### src/rtl/tdm_rx_pkg.sv
package tdm_rx_pkg;

    localparam int MAX_SLOTS  = 32;
    localparam int HALF_W     = 16;
    localparam int BUS_W      = 24;
    localparam int SLOT_IDX_W = $clog2(MAX_SLOTS);

    // Host register select
    typedef enum logic [1:0] {
        REG_MASK_LO = 2'd0,
        REG_MASK_HI = 2'd1,
        REG_DATA    = 2'd2,
        REG_CTRL    = 2'd3
    } reg_sel_e;

    // Bit positions inside the control/status word
    localparam int CTRL_FULL_BIT = 0;
    localparam int CTRL_OVR_BIT  = 1;
    localparam int CTRL_IE_BIT   = 8;

    typedef struct packed {
        logic overrun;
        logic full;
    } rx_flags_t;

    typedef struct packed {
        logic [HALF_W-1:0] hi;
        logic [HALF_W-1:0] lo;
    } slot_mask_t;

    function automatic logic [MAX_SLOTS-1:0] mask_word(slot_mask_t m);
        return {m.hi, m.lo};
    endfunction

endpackage

### src/rtl/tdm_bit_timer.sv
module tdm_bit_timer
    import tdm_rx_pkg::*;
#(
    parameter int WORD_W = 16,
    parameter int SLOTS  = 32
) (
    input  logic                  clk,
    input  logic                  rst,
    input  logic                  bit_clk,
    input  logic                  frame_sync,
    output logic                  frame_start,
    output logic                  sample_stb,
    output logic                  word_done,
    output logic                  live,
    output logic [SLOT_IDX_W-1:0] slot_idx
);

    localparam int BIT_W = $clog2(WORD_W);
    localparam logic [BIT_W-1:0]      LAST_BIT  = BIT_W'(WORD_W - 1);
    localparam logic [SLOT_IDX_W-1:0] LAST_SLOT = SLOT_IDX_W'(SLOTS - 1);

    logic             bclk_q;
    logic             fall;
    logic [BIT_W-1:0] bit_idx;

    assign fall        = bclk_q & ~bit_clk;
    assign frame_start = fall & frame_sync;
    assign sample_stb  = fall & (frame_sync | live);
    assign word_done   = fall & ~frame_sync & live & (bit_idx == LAST_BIT);

    always_ff @(posedge clk) begin
        if (rst) begin
            bclk_q   <= 1'b0;
            bit_idx  <= '0;
            slot_idx <= '0;
            live     <= 1'b0;
        end else begin
            bclk_q <= bit_clk;
            if (frame_start) begin
                live     <= 1'b1;
                slot_idx <= '0;
                bit_idx  <= BIT_W'(1);
            end else if (fall && live) begin
                if (bit_idx == LAST_BIT) begin
                    bit_idx <= '0;
                    if (slot_idx == LAST_SLOT) begin
                        live <= 1'b0;
                    end else begin
                        slot_idx <= slot_idx + 1'b1;
                    end
                end else begin
                    bit_idx <= bit_idx + 1'b1;
                end
            end
        end
    end

endmodule

### src/rtl/tdm_shift_in.sv
module tdm_shift_in #(
    parameter int WORD_W = 16
) (
    input  logic              clk,
    input  logic              rst,
    input  logic              sample_stb,
    input  logic              ser_din,
    output logic [WORD_W-1:0] word_next
);

    // Only WORD_W-1 bits are kept; the final bit joins combinationally.
    logic [WORD_W-2:0] shreg;

    assign word_next = {shreg, ser_din};

    always_ff @(posedge clk) begin
        if (rst) begin
            shreg <= '0;
        end else if (sample_stb) begin
            shreg <= word_next[WORD_W-2:0];
        end
    end

endmodule

### src/rtl/tdm_slot_mask.sv
module tdm_slot_mask
    import tdm_rx_pkg::*;
(
    input  logic                  clk,
    input  logic                  rst,
    input  logic                  wr_lo,
    input  logic                  wr_hi,
    input  logic [HALF_W-1:0]     wdata,
    input  logic                  frame_start,
    input  logic [SLOT_IDX_W-1:0] slot_idx,
    output slot_mask_t            staged,
    output logic [MAX_SLOTS-1:0]  active_mask,
    output logic                  slot_en
);

    always_ff @(posedge clk) begin
        if (rst) begin
            staged      <= '1;
            active_mask <= '1;
        end else begin
            if (wr_lo) staged.lo <= wdata;
            if (wr_hi) staged.hi <= wdata;
            // A write in the same cycle lands in the stage for the frame after.
            if (frame_start) active_mask <= mask_word(staged);
        end
    end

    assign slot_en = active_mask[slot_idx];

endmodule

### src/rtl/tdm_rx_status.sv
module tdm_rx_status
    import tdm_rx_pkg::*;
#(
    parameter int WORD_W = 16
) (
    input  logic              clk,
    input  logic              rst,
    input  logic              load,
    input  logic [WORD_W-1:0] word_in,
    input  logic              rd_data,
    input  logic              rd_ctrl,
    input  logic              wr_ctrl,
    input  logic              ie_in,
    output logic [WORD_W-1:0] data_q,
    output rx_flags_t         flags,
    output logic              irq_en,
    output logic              irq
);

    logic clr_armed;

    always_ff @(posedge clk) begin
        if (rst) begin
            data_q    <= '0;
            flags     <= '0;
            irq_en    <= 1'b0;
            clr_armed <= 1'b0;
        end else begin
            if (wr_ctrl) irq_en <= ie_in;
            if (rd_ctrl) clr_armed <= flags.overrun;
            if (load) begin
                data_q     <= word_in;
                flags.full <= 1'b1;
                if (flags.full && !rd_data) begin
                    flags.overrun <= 1'b1;
                end else if (rd_data && clr_armed) begin
                    flags.overrun <= 1'b0;
                end
            end else if (rd_data) begin
                flags.full <= 1'b0;
                if (clr_armed) flags.overrun <= 1'b0;
            end
            if (rd_data) clr_armed <= 1'b0;
        end
    end

    assign irq = flags.full & irq_en;

endmodule

### src/rtl/tdm_slot_rx.sv
module tdm_slot_rx
    import tdm_rx_pkg::*;
#(
    parameter int WORD_W = 16,
    parameter int SLOTS  = 32
) (
    input  logic             clk,
    input  logic             rst,
    input  logic             bit_clk,
    input  logic             frame_sync,
    input  logic             ser_din,
    output logic             din_en,
    input  logic [1:0]       host_addr,
    input  logic             host_wr,
    input  logic             host_rd,
    input  logic [BUS_W-1:0] host_wdata,
    output logic [BUS_W-1:0] host_rdata,
    output logic             rx_irq
);

    reg_sel_e sel;
    assign sel = reg_sel_e'(host_addr);

    logic wr_lo, wr_hi, wr_ctrl, rd_data, rd_ctrl;
    assign wr_lo   = host_wr && (sel == REG_MASK_LO);
    assign wr_hi   = host_wr && (sel == REG_MASK_HI);
    assign wr_ctrl = host_wr && (sel == REG_CTRL);
    assign rd_data = host_rd && (sel == REG_DATA);
    assign rd_ctrl = host_rd && (sel == REG_CTRL);

    logic unused_wdata;
    assign unused_wdata = ^host_wdata[BUS_W-1:HALF_W];

    logic                  frame_start, sample_stb, word_done, live;
    logic [SLOT_IDX_W-1:0] slot_idx;

    tdm_bit_timer #(.WORD_W(WORD_W), .SLOTS(SLOTS)) u_timer (
        .clk         (clk),
        .rst         (rst),
        .bit_clk     (bit_clk),
        .frame_sync  (frame_sync),
        .frame_start (frame_start),
        .sample_stb  (sample_stb),
        .word_done   (word_done),
        .live        (live),
        .slot_idx    (slot_idx)
    );

    logic [WORD_W-1:0] word_next;

    tdm_shift_in #(.WORD_W(WORD_W)) u_shift (
        .clk        (clk),
        .rst        (rst),
        .sample_stb (sample_stb),
        .ser_din    (ser_din),
        .word_next  (word_next)
    );

    slot_mask_t           staged;
    logic [MAX_SLOTS-1:0] active_mask;
    logic                 slot_en;

    tdm_slot_mask u_mask (
        .clk         (clk),
        .rst         (rst),
        .wr_lo       (wr_lo),
        .wr_hi       (wr_hi),
        .wdata       (host_wdata[HALF_W-1:0]),
        .frame_start (frame_start),
        .slot_idx    (slot_idx),
        .staged      (staged),
        .active_mask (active_mask),
        .slot_en     (slot_en)
    );

    logic [WORD_W-1:0] data_q;
    rx_flags_t         flags;
    logic              irq_en;

    tdm_rx_status #(.WORD_W(WORD_W)) u_status (
        .clk     (clk),
        .rst     (rst),
        .load    (word_done && slot_en),
        .word_in (word_next),
        .rd_data (rd_data),
        .rd_ctrl (rd_ctrl),
        .wr_ctrl (wr_ctrl),
        .ie_in   (host_wdata[CTRL_IE_BIT]),
        .data_q  (data_q),
        .flags   (flags),
        .irq_en  (irq_en),
        .irq     (rx_irq)
    );

    assign din_en = live && slot_en;

    always_comb begin
        host_rdata = '0;
        unique case (sel)
            REG_MASK_LO: host_rdata = BUS_W'(staged.lo);
            REG_MASK_HI: host_rdata = BUS_W'(staged.hi);
            REG_DATA:    host_rdata = BUS_W'(data_q);
            REG_CTRL: begin
                host_rdata[CTRL_FULL_BIT] = flags.full;
                host_rdata[CTRL_OVR_BIT]  = flags.overrun;
                host_rdata[CTRL_IE_BIT]   = irq_en;
            end
            default: host_rdata = '0;
        endcase
    end

endmodule

### config.mk
export PLATFORM = sky130hd
export DESIGN_NAME = tdm_slot_rx
export DESIGN_NICKNAME = d
export VERILOG_FILES = /design/src/rtl/tdm_rx_pkg.sv /design/src/rtl/tdm_bit_timer.sv /design/src/rtl/tdm_shift_in.sv /design/src/rtl/tdm_slot_mask.sv /design/src/rtl/tdm_rx_status.sv /design/src/rtl/tdm_slot_rx.sv
export SDC_FILE = /design/constraint.sdc
export NUM_CORES = 1
export LEC_CHECK = 0
export BUFFER_PORTS_ARGS = -buffer_cell sky130_fd_sc_hd__buf_4
export CAP_MARGIN = 20
export CORE_AREA = 10 10 97 142
export DETAILED_ROUTE_END_ITERATION = 10
export DIE_AREA = 0 0 107 152
export GPL_ROUTABILITY_DRIVEN = 0
export MAX_ROUTING_LAYER = met4
export PLACE_DENSITY = 0.69
export SLEW_MARGIN = 15
export SYNTH_ARGS = -nofsm -noshare
export SYNTH_HDL_FRONTEND = slang
export SYNTH_SLANG_ARGS = --single-unit
### constraint.sdc
create_clock -name clk -period 2 [get_ports clk]
set_input_delay 0.2 -clock clk [delete_from_list [all_inputs] [get_ports clk]]
set_output_delay 0.2 -clock clk [all_outputs]
set_load 0.01 [all_outputs]
# Word level (Yosys, flattened, before mapping)

Cells that the tools add are included.

Bits in read-only memories: 0
Memory bits (writable): 0
Memories kept: 0
Output and inout bits: 26
Register bits: 110
Latch bits: 0

Bitwise operators: 11
Shifts and indexed selects: 0
Div/mod/pow operators: 0
Add/sub/neg operators: 2
Reductions and logical operators: 22
Muxes and demuxes: 18
$lt $le $gt $ge: 1
Multipliers: 0
Equality and inequality tests: 6

Operators with widths:

| cell                | number |
|---|---|
| $pmux 7 s3          | 1 |
| $pmux 6 s3          | 1 |
| $logic_and 1x1->1   | 10 |
| $mux 1              | 10 |
| $reduce_bool 2->1   | 5 |
| $reduce_and 3->1    | 3 |
| $pmux 2 s4          | 1 |
| $and 1x1->1         | 7 |
| $lt 5x6->1 const B  | 1 |
| $add 5x1->5 const B | 1 |
| $bmux 1 s5          | 1 |
| $eq 5x5->1 const B  | 1 |
| $add 4x1->4 const B | 1 |
| $eq 2x2->1 const B  | 2 |
| $eq 4x4->1 const B  | 1 |
| $mux 2              | 2 |
| $mux 4              | 1 |
| $pmux 1 s4          | 1 |
| $reduce_or 2->1     | 2 |
| $ne 3x3->1 const B  | 1 |
| $not 1->1           | 3 |
| $eq 2x1->1 const B  | 1 |
| $logic_not 2->1     | 1 |
| $logic_not 1->1     | 1 |
| $or 1x1->1          | 1 |

# Longest topological paths before layout

Gate-level depths: netlist of run 1.

Depth in word-level cells: 8
Gate-level depth with buffers: 10
Mapped depth without buffers: 7

# By module

A second synthesis of run 1 with hierarchy kept.

Cell total of the unflattened synthesis: 483
Area total of the unflattened synthesis: 4983.5 um^2

Modules (own cells, without submodules):

| module        | area an instance (um^2) | cells each | times used |
|---|---|---|---|
| tdm_slot_mask | 2651.3                  | 253        | 1 |
| tdm_rx_status | 740.7                   | 67         | 1 |
| tdm_bit_timer | 569.3                   | 62         | 1 |
| tdm_shift_in  | 549.3                   | 49         | 1 |
| tdm_slot_rx   | 473.0                   | 52         | 1 |

# Least setup slack after synthesis of run 1

No wires, ideal clock.

Path type: register -> register
From: reg u_timer.slot_idx[1]
To: reg u_status.data_q[10]
Path slack: 0.331 ns
Path buffers: 4
Cell stages (with the launch flop): 11
Setup time: 0.118 ns
Arrival time: 1.551 ns
Required time: 1.882 ns
Period minus slack after synthesis: 1.669 ns
Cells stage by stage: dfxtp_1 -> buf_6 -> buf_12 -> mux2i_1 -> a22oi_1 -> nand3_1 -> nand2_1 -> o21a_1 -> buf_6 -> buf_12 -> mux2i_1

Longest elaborated chain between the ends: 3

Ends and longest elaborated chain:

| element                      | line                | source |
|---|---|---|
| from (decl)                  | tdm_bit_timer.sv:15 | `output logic [SLOT_IDX_W-1:0] slot_idx` |
| from (signal assigned)       | tdm_bit_timer.sv:49 | `slot_idx <= slot_idx + 1'b1;` |
| $bmux 1 s5                   | tdm_slot_mask.sv:28 | `assign slot_en = active_mask[slot_idx];` |
| $mux 1 (implied by the code) | tdm_slot_mask.sv:28 |  |
| $logic_and 1x1->1            | tdm_slot_rx.sv:83   | `.load (word_done && slot_en),` |
| to (signal assigned)         | tdm_rx_status.sv:32 | `data_q <= word_in;` |
| to (decl)                    | tdm_rx_status.sv:14 | `output logic [WORD_W-1:0] data_q,` |

Every way passes these cells. The select of a mux whose other input is x is not followed.
A chain may end at the register's enable or synchronous reset.

# Final worst setup path of run 1

From: reg u_timer.slot_idx[1]
To: out din_en

Longest elaborated chain between the ends: 3

Ends and longest elaborated chain:

| element                      | line                | source |
|---|---|---|
| $bmux 1 s5                   | tdm_slot_mask.sv:28 |  |
| $mux 1 (implied by the code) | tdm_slot_mask.sv:28 |  |
| $logic_and 1x1->1            | tdm_slot_rx.sv:95   | `assign din_en = live && slot_en;` |
| to (decl)                    | tdm_slot_rx.sv:12   | `output logic din_en,` |

Every way passes these cells. The select of a mux whose other input is x is not followed.

==> results.json, run 1 <==
{
  "switchingPower_mw": 1.04,
  "synth-main-ff-cell": "dfxtp_1",
  "reg2reg_slack_ns": 0.22,
  "synth_edf_count": 0,
  "async_flop_share": 0,
  "port_buffers": 42,
  "swShare": 0.227,
  "wire_per_inst_um": 14.9,
  "placed_cell_area_um2": 5380,
  "tightest_slew_ns": 0.699,
  "die_h_um": 152,
  "path_buf_inv": 2,
  "end_kind": "output pin",
  "synth.most_common_cell": "nand2_1",
  "irDropWorstVdd_v": 0.000491,
  "crit_chain": "buf_12 -> mux2i_4 -> a22oi_1 -> nand3_1 -> nand2_2 -> o21a_1 -> buf_4",
  "netlist-cell-type-count": 33,
  "drv_slew": 0,
  "ys_top_cells_by_area": "dfxtp_1 44%, nand2_1 12%, mux2i_1 9.3%, nand3b_1 7.4%, nand2b_1 4.4%",
  "hold_viol": 0,
  "final_util": 0.506,
  "clockBufferDepth": 2,
  "crit_path_start": "u_timer.slot_idx[1]",
  "crit_end": "din_en",
  "grt_pass1_vias": 3924,
  "crit_fanout": 9,
  "skew_ns": 0.00525,
  "setup_violations": 0,
  "r2r-end": "u_timer.slot_idx[3]",
  "layout-drive-gt1-share": 0.130,
  "ys_seq_elements": 110,
  "cts_setup_buffers": 0,
  "synth_common_cells": "160 x nand2_1, 110 x dfxtp_1, 49 x nand3b_1",
  "antenna_cells": 0,
  "synthCells": 578,
  "max_freq_mhz": 524,
  "final_area_um2": 5720,
  "insertion_delay_ns": 0.34,
  "cts_buffers": 9,
  "firstDrtPassIters": 4,
  "yosysTopAreaCell": "dfxtp_1",
  "start_util": 0.440,
  "path_class": "reg2out",
  "tns_ns": 0,
  "timing.rr.start": "u_timer.slot_idx[0]",
  "period_share": 0.955,
  "crit_arrival_ns": 1.71,
  "grt_use_total": 0.144,
  "coreArea_um2": 11300,
  "via_per_inst": 5.21,
  "crit_path_start_kind": "flip-flop",
  "cp_top_family": "flip-flops",
  "htreeDepth": 3,
  "antenna_found_initial": 0,
  "area_growth_pct": 15.1,
  "nNetsFinal": 640,
  "min_period_ns": 1.91,
  "crit_cells": 7,
  "rr_worst_depth": 7,
  "maxCapViolations": 0,
  "synth.top_cell.area_share": 0.443,
  "drc": 0,
  "die_w_um": 107,
  "die-area_um2": 16300,
  "syn-cell-area_um2": 4970,
  "syn_avg_cell_area_um2": 8.59,
  "hpwl_um": 8310,
  "rsz0062_at_grt": "false",
  "grt_overflow": 0,
  "num_vias": 3946,
  "clkPwrFrac": 0.412,
  "seqPwrFrac": 0.501,
  "outcome": "finished, final reports clean",
  "drt_iter0_markers": 241,
  "synth-seq-area-share": 0.443,
  "crit_slowest_cell": "dfxtp_4",
  "ant_nets": 0,
  "io_pins": 59,
  "p_leak_nw": 2.29,
  "cts_tree": "yes",
  "relSlewSlack": 0.534,
  "max_stage_delay_ns": 0.38,
  "combinationalPowerShare": 0.087,
  "clk_pin_slew_ns": 0.07,
  "drt_wl_total_um": 11300,
  "grt_pass1_wl_um": 18900,
  "p_per_area_nw_per_um2": 800,
  "yosys_warnings": 0,
  "cts-root-buf": "clkbuf_16",
  "rows": 48,
  "grt_max_degree": 50,
  "numClockSinks": 110,
  "min_path_type": "in2reg",
  "internal_power_mw": 3.53,
  "crit_required_ns": 1.80
}
-- repair_timing --
item | CTS | global route
setup endpoints to repair | 1 | 1
gates resized for setup | 2 | 7
hold buffers | 0 | 0
-- routing by layer --
layer | track usage | up-vias | routed length, um
met5 | - | - | 0
met1 | 0.160 | 1901 | 4780
met2 | 0.243 | 60 | 5920
met3 | 0.0288 | 17 | 352
li1 | - | 1968 | -
met4 | 0.0583 | 0 | 241
-- worst min path at each step --
stage / from / end / slack, ns / depth (start not counted)
floorplan: host_wdata[0] / u_mask.staged[0] / 0.32 / 1
global placement: host_wdata[11] / u_mask.staged[11] / 0.41 / 2
detailed placement: host_wdata[1] / u_mask.staged[1] / 0.42 / 2
CTS: host_wdata[1] / u_mask.staged[1] / 0.06 / 2
global route: host_wdata[14] / u_mask.staged[14] / 0.07 / 2
finish: host_wdata[1] / u_mask.staged[1] / 0.07 / 2
-- metrics by stage --
| step | worst slack [ns] | total power [mW] | cells | hold slack, ns |
|---|---|---|---|---|
| after floorplan | 0.331 | 2.59 | 585 | 0.318 |
| after global placement | 0.194 | 2.73 | 743 | 0.414 |
| after detailed placement | 0.151 | 2.74 | 743 | 0.418 |
| after CTS | 0.0140 | 4.60 | 758 | 0.0598 |
| after global routing | 0.00193 | 4.74 | 758 | 0.0688 |
| final | 0.0907 | 4.57 | 758 | 0.0678 |
-- power groups by stage --
stage	clock [mW]	combinational [mW]	sequential, mW
floorplan	0	0.262	2.33
global placement	0	0.390	2.34
detailed placement	0	0.399	2.34
CTS	1.91	0.400	2.29
global route	2.00	0.442	2.30
finish	1.88	0.398	2.29
-- area by class of cell --
class                      instances  area (um^2)
fill                            1118         5580
multi-input combinational        429         2560
sequential                       110         2210
timing repair buffer              54          443
clock buffer                      10          229
tap                              150          188
clock inverter                     5         83.8
-- cell families after synthesis --
logic type	share of synthesized area
AND/OR/NAND/NOR	0.298
flip-flops	0.443
AO/OA/AOI/OAI	0.0856
multiplexers	0.106
buffers and inverters	0.0511
XOR/XNOR	0.00705
adder cells (fa/ha/maj)	0.00756
other	0.000755
-- sequential cells by signal, indices dropped and copies added (netlist names) --
signal              flops
u_shift.shreg          15
u_status.data_q        16
u_timer.live            1
u_timer.bclk_q          1
u_status.flags          2
u_status.irq_en         1
u_timer.slot_idx        5
u_mask.staged          32
u_mask.active_mask     32
u_status.clr_armed      1
u_timer.bit_idx         4
-- worst register-to-register path, cell delays in order (launching register included) --
cell and delay (ns):
dfxtp_2 0.36, ha_1 0.21, and3_1 0.18, ha_1 0.22, nor2_1 0.33, nand4_1 0.16
xor2_1 0.15, nor2_1 0.05
-- placed cells by master, fill, tap and decap left out, types with 2 or more instances in the layout --
| cell type | synthesis | layout |
|---|---|---|
| nand2_1 | 160 | 158 |
| o21ai_0 | 18 | 18 |
| nand3_1 | 7 | 7 |
| and2_1 | 4 | 4 |
| ha_1 | 3 | 3 |
| buf_4 | 8 | 51 |
| dfxtp_2 | 0 | 2 |
| nand2b_1 | 35 | 35 |
| nand4_1 | 2 | 2 |
| o21a_1 | 2 | 2 |
| nand3b_1 | 49 | 49 |
| clkinvlp_4 | 0 | 2 |
| mux2i_1 | 46 | 44 |
| clkbuf_16 | 0 | 9 |
| a21oi_1 | 27 | 27 |
| nor2_1 | 11 | 11 |
| xor2_1 | 3 | 3 |
| conb_1 | 1 | 8 |
| and2b_1 | 2 | 2 |
| dfxtp_1 | 110 | 107 |
| bufinv_16 | 0 | 2 |
| nor2b_1 | 20 | 20 |
| and3_1 | 2 | 2 |
| a22oi_1 | 4 | 4 |
| a211o_1 | 16 | 16 |
| mux4_2 | 3 | 3 |
| nand2_2 | 0 | 2 |
| buf_12 | 2 | 3 |
Power figures use the tool's default switching activity.
==> run 2, diff against run 1 <==
--- a/config.mk
+++ b/config.mk
@@ -12,7 +12,7 @@
 export DIE_AREA = 0 0 107 152
 export GPL_ROUTABILITY_DRIVEN = 0
 export MAX_ROUTING_LAYER = met4
-export PLACE_DENSITY = 0.69
+export PLACE_DENSITY = 0.66
 export SLEW_MARGIN = 15
 export SYNTH_ARGS = -nofsm -noshare
 export SYNTH_HDL_FRONTEND = slang
==> constraint.sdc (replaced) <==
create_clock -name clk -period 2.2 [get_ports clk]
set_input_delay 0.22 -clock clk [delete_from_list [all_inputs] [get_ports clk]]
set_output_delay 0.22 -clock clk [all_outputs]
set_load 0.01 [all_outputs]
==> run 2 against run 1 <==
  * Design area fell by 0.46%
  * Worst setup slack better by 0.062 ns
  * Routed wire length rose by 2.1%
  * Worst hold slack better by 0.022 ns
  * Flip-flop and latch count is the same
  * Sequential share of layout area up 0.068 points
  * Global-route usage is 0.13 points higher
  * Non-clock buffer count unchanged
  * Clock skew about the same
  * Die area stayed put
  * Sequential power decreased by 8.7%
  * Critical endpoint unchanged
==> results.json, run 2 (synthesis results as in run 1) <==
{
  "cp_top_family": "flip-flops",
  "min_period_ns": 2.05,
  "period_share": 0.931,
  "drv_slew": 0,
  "fillers": 1135,
  "min_path_type": "in2reg",
  "layout_setup_ws_ns": 0.153,
  "end_kind": "output pin",
  "die_w_um": 107,
  "ant_nets": 0,
  "antenna_cells": 0,
  "cts-root-buf": "clkbuf_16",
  "irDropWorstVdd_v": 0.000421,
  "tightest_slew_ns": 0.735,
  "layout-drive-gt1-share": 0.120,
  "cts_tree": "yes",
  "grt_pass1_wl_um": 18900,
  "grt_max_degree": 52,
  "grt_overflow": 0,
  "crit_slowest_cell": "dfxtp_1",
  "crit_fanout": 13,
  "drt_iter0_markers": 232,
  "antenna_found_initial": 0,
  "insertion_delay_ns": 0.34,
  "port_buffers": 42,
  "crit_chain": "buf_6 -> mux2i_1 -> a22oi_1 -> nand3_1 -> nand2_1 -> o21a_1 -> buf_4",
  "skew_ns": 0.00566,
  "final_util": 0.504,
  "hpwl_um": 8410,
  "firstDrtPassIters": 4,
  "clk_pin_slew_ns": 0.07,
  "rsz0062_at_grt": "false",
  "drt_wl_total_um": 11500,
  "die_h_um": 152,
  "crit_arrival_ns": 1.83,
  "crit_required_ns": 1.98,
  "crit_path_start_kind": "flip-flop",
  "cts_buffers": 9,
  "final_common_cell": "nand2_1",
  "mostFrequentLayoutCells": "160 x nand2_1, 110 x dfxtp_1, 51 x buf_4",
  "via_per_inst": 5.11,
  "wire_per_inst_um": 15.2,
  "die-area_um2": 16300,
  "clockBufferDepth": 2,
  "dp_slack_ns": 0.333,
  "start_util": 0.440,
  "grt_use_total": 0.145,
  "relSlewSlack": 0.510,
  "nNetsFinal": 640,
  "drc": 0,
  "whs_ns": 0.0897,
  "tns_ns": 0,
  "p_per_area_nw_per_um2": 736,
  "path_class": "reg2out",
  "maxCapViolations": 0,
  "grt_pass1_vias": 3938,
  "cts_setup_buffers": 0,
  "largestRegisters": "u_mask.active_mask x32, u_mask.staged x32, u_status.data_q x16",
  "rows": 48,
  "coreArea_um2": 11300,
  "num_vias": 3877,
  "max_stage_delay_ns": 0.38,
  "path_buf_inv": 2,
  "p_leak_nw": 2.30,
  "hold_viol": 0,
  "io_pins": 59,
  "htreeDepth": 3,
  "area_growth_pct": 14.5,
  "max_freq_mhz": 488,
  "numClockSinks": 110,
  "outcome": "finished, final reports clean",
  "setup_violations": 0
}
==> run 2: per-layer routing <==
| layer | vias up | global-route usage | routed length, um |
|---|---|---|---|
| li1 | 1968 | - | - |
| met4 | 0 | 0.0570 | 243 |
| met3 | 17 | 0.0258 | 326 |
| met2 | 65 | 0.247 | 5960 |
| met1 | 1827 | 0.162 | 5000 |
| met5 | - | - | 0 |
==> run 2: stage by stage <==
stage / power [mW] / std cells / instance area (um^2)
after global placement: 2.49 / 743 / 5360
after global routing: 4.34 / 758 / 5690
final: 4.19 / 758 / 5690
after detailed placement: 2.50 / 743 / 5360
after CTS: 4.23 / 758 / 5690
after floorplan: 2.35 / 585 / 4990
==> run 2: path summary, 6_finish.rpt <==
kind                                           from                 end  slack [ns]  cells past startpoint
worst max-delay path            u_timer.slot_idx[1]              din_en        0.15                      7
worst min-delay path                  host_wdata[0]    u_mask.staged[0]        0.09                      2
worst max register to register  u_timer.slot_idx[1]  u_status.data_q[8]        0.35                      8
worst min register to register   u_status.clr_armed  u_status.clr_armed        0.45                      2
==> run 2: what timing repair did <==
| item | in CTS | in global routing |
|---|---|---|
| hold buffers | 0 | 0 |
| endpoints found under the setup margin | 0 | 1 |
| gates resized for setup | 0 | 1 |
| endpoints found under the hold margin | 0 | 0 |
==> run 2: area by class of cell <==
| cell class | instances | area (um^2) | area share |
|---|---|---|---|
| multi-input combinational | 429 | 2540 | 0.447 |
| sequential | 110 | 2200 | 0.387 |
| timing repair buffer | 54 | 434 | 0.0763 |
| clock buffer | 11 | 253 | 0.0444 |
| tap | 150 | 188 | 0.0330 |
| clock inverter | 4 | 70.1 | 0.0123 |
==> run 2: where the power goes <==
| group | switching [mW] | internal [mW] | total [mW] |
|---|---|---|---|
| combinational | 0.194 | 0.172 | 0.366 |
| sequential | 0.0409 | 2.05 | 2.09 |
| clock | 0.684 | 1.05 | 1.73 |
| total | 0.918 | 3.27 | 4.19 |
==> run 2: worst reg2reg max path, cell delays in order (launching register included) <==
cell	delay [ns]
dfxtp_1	0.38
buf_6	0.21
mux2i_1	0.10
a22oi_1	0.23
nand3_1	0.11
nand2_1	0.14
o21a_1	0.20
buf_12	0.19
mux2i_1	0.22
==> run 3, diff against run 2 <==
--- a/config.mk
+++ b/config.mk
@@ -7,12 +7,12 @@
 export LEC_CHECK = 0
 export BUFFER_PORTS_ARGS = -buffer_cell sky130_fd_sc_hd__buf_4
 export CAP_MARGIN = 20
-export CORE_AREA = 10 10 97 142
+export CORE_AREA = 10 10 155 100
 export DETAILED_ROUTE_END_ITERATION = 10
-export DIE_AREA = 0 0 107 152
+export DIE_AREA = 0 0 165 110
 export GPL_ROUTABILITY_DRIVEN = 0
 export MAX_ROUTING_LAYER = met4
-export PLACE_DENSITY = 0.66
+export PLACE_DENSITY = 0.61
 export SLEW_MARGIN = 15
 export SYNTH_ARGS = -nofsm -noshare
 export SYNTH_HDL_FRONTEND = slang
==> run 3 against run 2 <==
  * Critical path depth did not move
  * Largest power group unchanged
  * Clock skew is 0.0022 ns higher
  * Flip-flop and latch count unchanged
==> results.json, run 3 (synthesis results as in run 1) <==
{
  "outcome": "finished, final reports clean",
  "hpwl_um": 8830,
  "holdCritStartpoint": "host_wdata[12]",
  "drc": 0,
  "p_per_area_nw_per_um2": 736,
  "cts_tree": "yes",
  "drt_wl_total_um": 12300,
  "hold_viol": 0,
  "final_common_cell": "nand2_1",
  "rsz0062_at_grt": "false",
  "relSlewSlack": 0.525,
  "timing.rr.start": "u_timer.slot_idx[0]",
  "rows": 32,
  "grt_pass1_vias": 3949,
  "cts-root-buf": "clkbuf_16",
  "min_period_ns": 2.06,
  "grt_overflow": 0,
  "tightest_slew_ns": 0.710,
  "grt_max_degree": 47,
  "htreeDepth": 3,
  "largestRegisters": "u_mask.active_mask x32, u_mask.staged x32, u_status.data_q x16",
  "antenna_found_initial": 0,
  "via_per_inst": 5.00,
  "wire_per_inst_um": 15.8,
  "hold_buffers": 0,
  "insertion_delay_ns": 0.35,
  "end_kind": "output pin",
  "whs_ns": 0.0784,
  "max_freq_mhz": 484,
  "antenna_cells": 0,
  "die_w_um": 165,
  "grt_pass1_wl_um": 20200,
  "skew_ns": 0.00783,
  "port_buffers": 42,
  "period_share": 0.938,
  "fillers": 1244,
  "maxCapViolations": 0,
  "die_h_um": 110,
  "die-area_um2": 18200,
  "irDropWorstVdd_v": 0.000387,
  "min_path_type": "in2reg",
  "firstDrtPassIters": 5,
  "layout-drive-gt1-share": 0.125,
  "ant_nets": 0,
  "crit_fanout": 10,
  "setup_violations": 0,
  "coreArea_um2": 12600,
  "drv_slew": 0,
  "start_util": 0.395,
  "path_class": "reg2out",
  "crit_path_start_kind": "flip-flop",
  "clk_pin_slew_ns": 0.07,
  "cts_buffers": 9,
  "numClockSinks": 110,
  "mostFrequentLayoutCells": "160 x nand2_1, 110 x dfxtp_1, 52 x buf_4",
  "nNetsFinal": 641,
  "num_vias": 3898,
  "drt_iter0_markers": 268,
  "crit_arrival_ns": 1.84,
  "tns_ns": 0,
  "crit_path_start": "u_timer.slot_idx[1]",
  "crit_required_ns": 1.98,
  "area_growth_pct": 15.4,
  "p_leak_nw": 2.31,
  "io_pins": 59,
  "clockBufferDepth": 2,
  "grt_use_total": 0.142
}
==> run 3: routing by layer <==
layer  wire length (um)  GRT usage
met1               6360      0.192
met2               5240      0.209
met5                  0          -
met4                153     0.0397
met3                543     0.0330
==> run 3: worst max-delay path: stages, from the launching register on <==
cell and delay [ns]:
dfxtp_1 0.34, buf_4 0.22, mux2i_1 0.28, a21oi_1 0.10, nand3_1 0.09, nand2_1 0.11, o21a_1 0.21, buf_4 0.14
==> run 3: metrics by stage <==
stage                      util  std cells  cell area (um^2)  setup slack (ns)  power (mW)
after floorplan               -        585              4990             0.531        2.35
after global placement    0.430        764              5410             0.375        2.49
after detailed placement  0.430        764              5410             0.334        2.51
after CTS                 0.456        780              5730             0.142        4.26
after global routing      0.456        780              5730           0.00303        4.38
final                     0.456        780              5730             0.136        4.22
==> run 3: cell type report <==
class	instances	area, um^2	share of cell area
clock inverter	7	96.3	0.0168
sequential	110	2200	0.384
tap	170	213	0.0371
timing repair buffer	55	450	0.0786
multi-input combinational	429	2550	0.444
clock buffer	9	225	0.0393
==> run 3: repair_timing <==
| item | in CTS | in global routing |
|---|---|---|
| gates resized for setup | 0 | 1 |
| setup endpoints to repair | 0 | 1 |
| setup buffers | 0 | 0 |
==> run 3: final timing paths <==
check,slack (ns),end,depth (start not counted)
worst max-delay path,0.14,din_en,7
worst min-delay path,0.08,u_mask.staged[12],2
worst max register to register,0.31,u_status.data_q[14],7
worst min register to register,0.46,u_shift.shreg[14],2
==> run 3: where the power goes <==
group	leakage (nW)	switching [mW]	total, mW	internal (mW)
clock network	0.160	0.758	1.76	1.00
registers	0.895	0.0388	2.08	2.04
logic	1.26	0.198	0.374	0.176
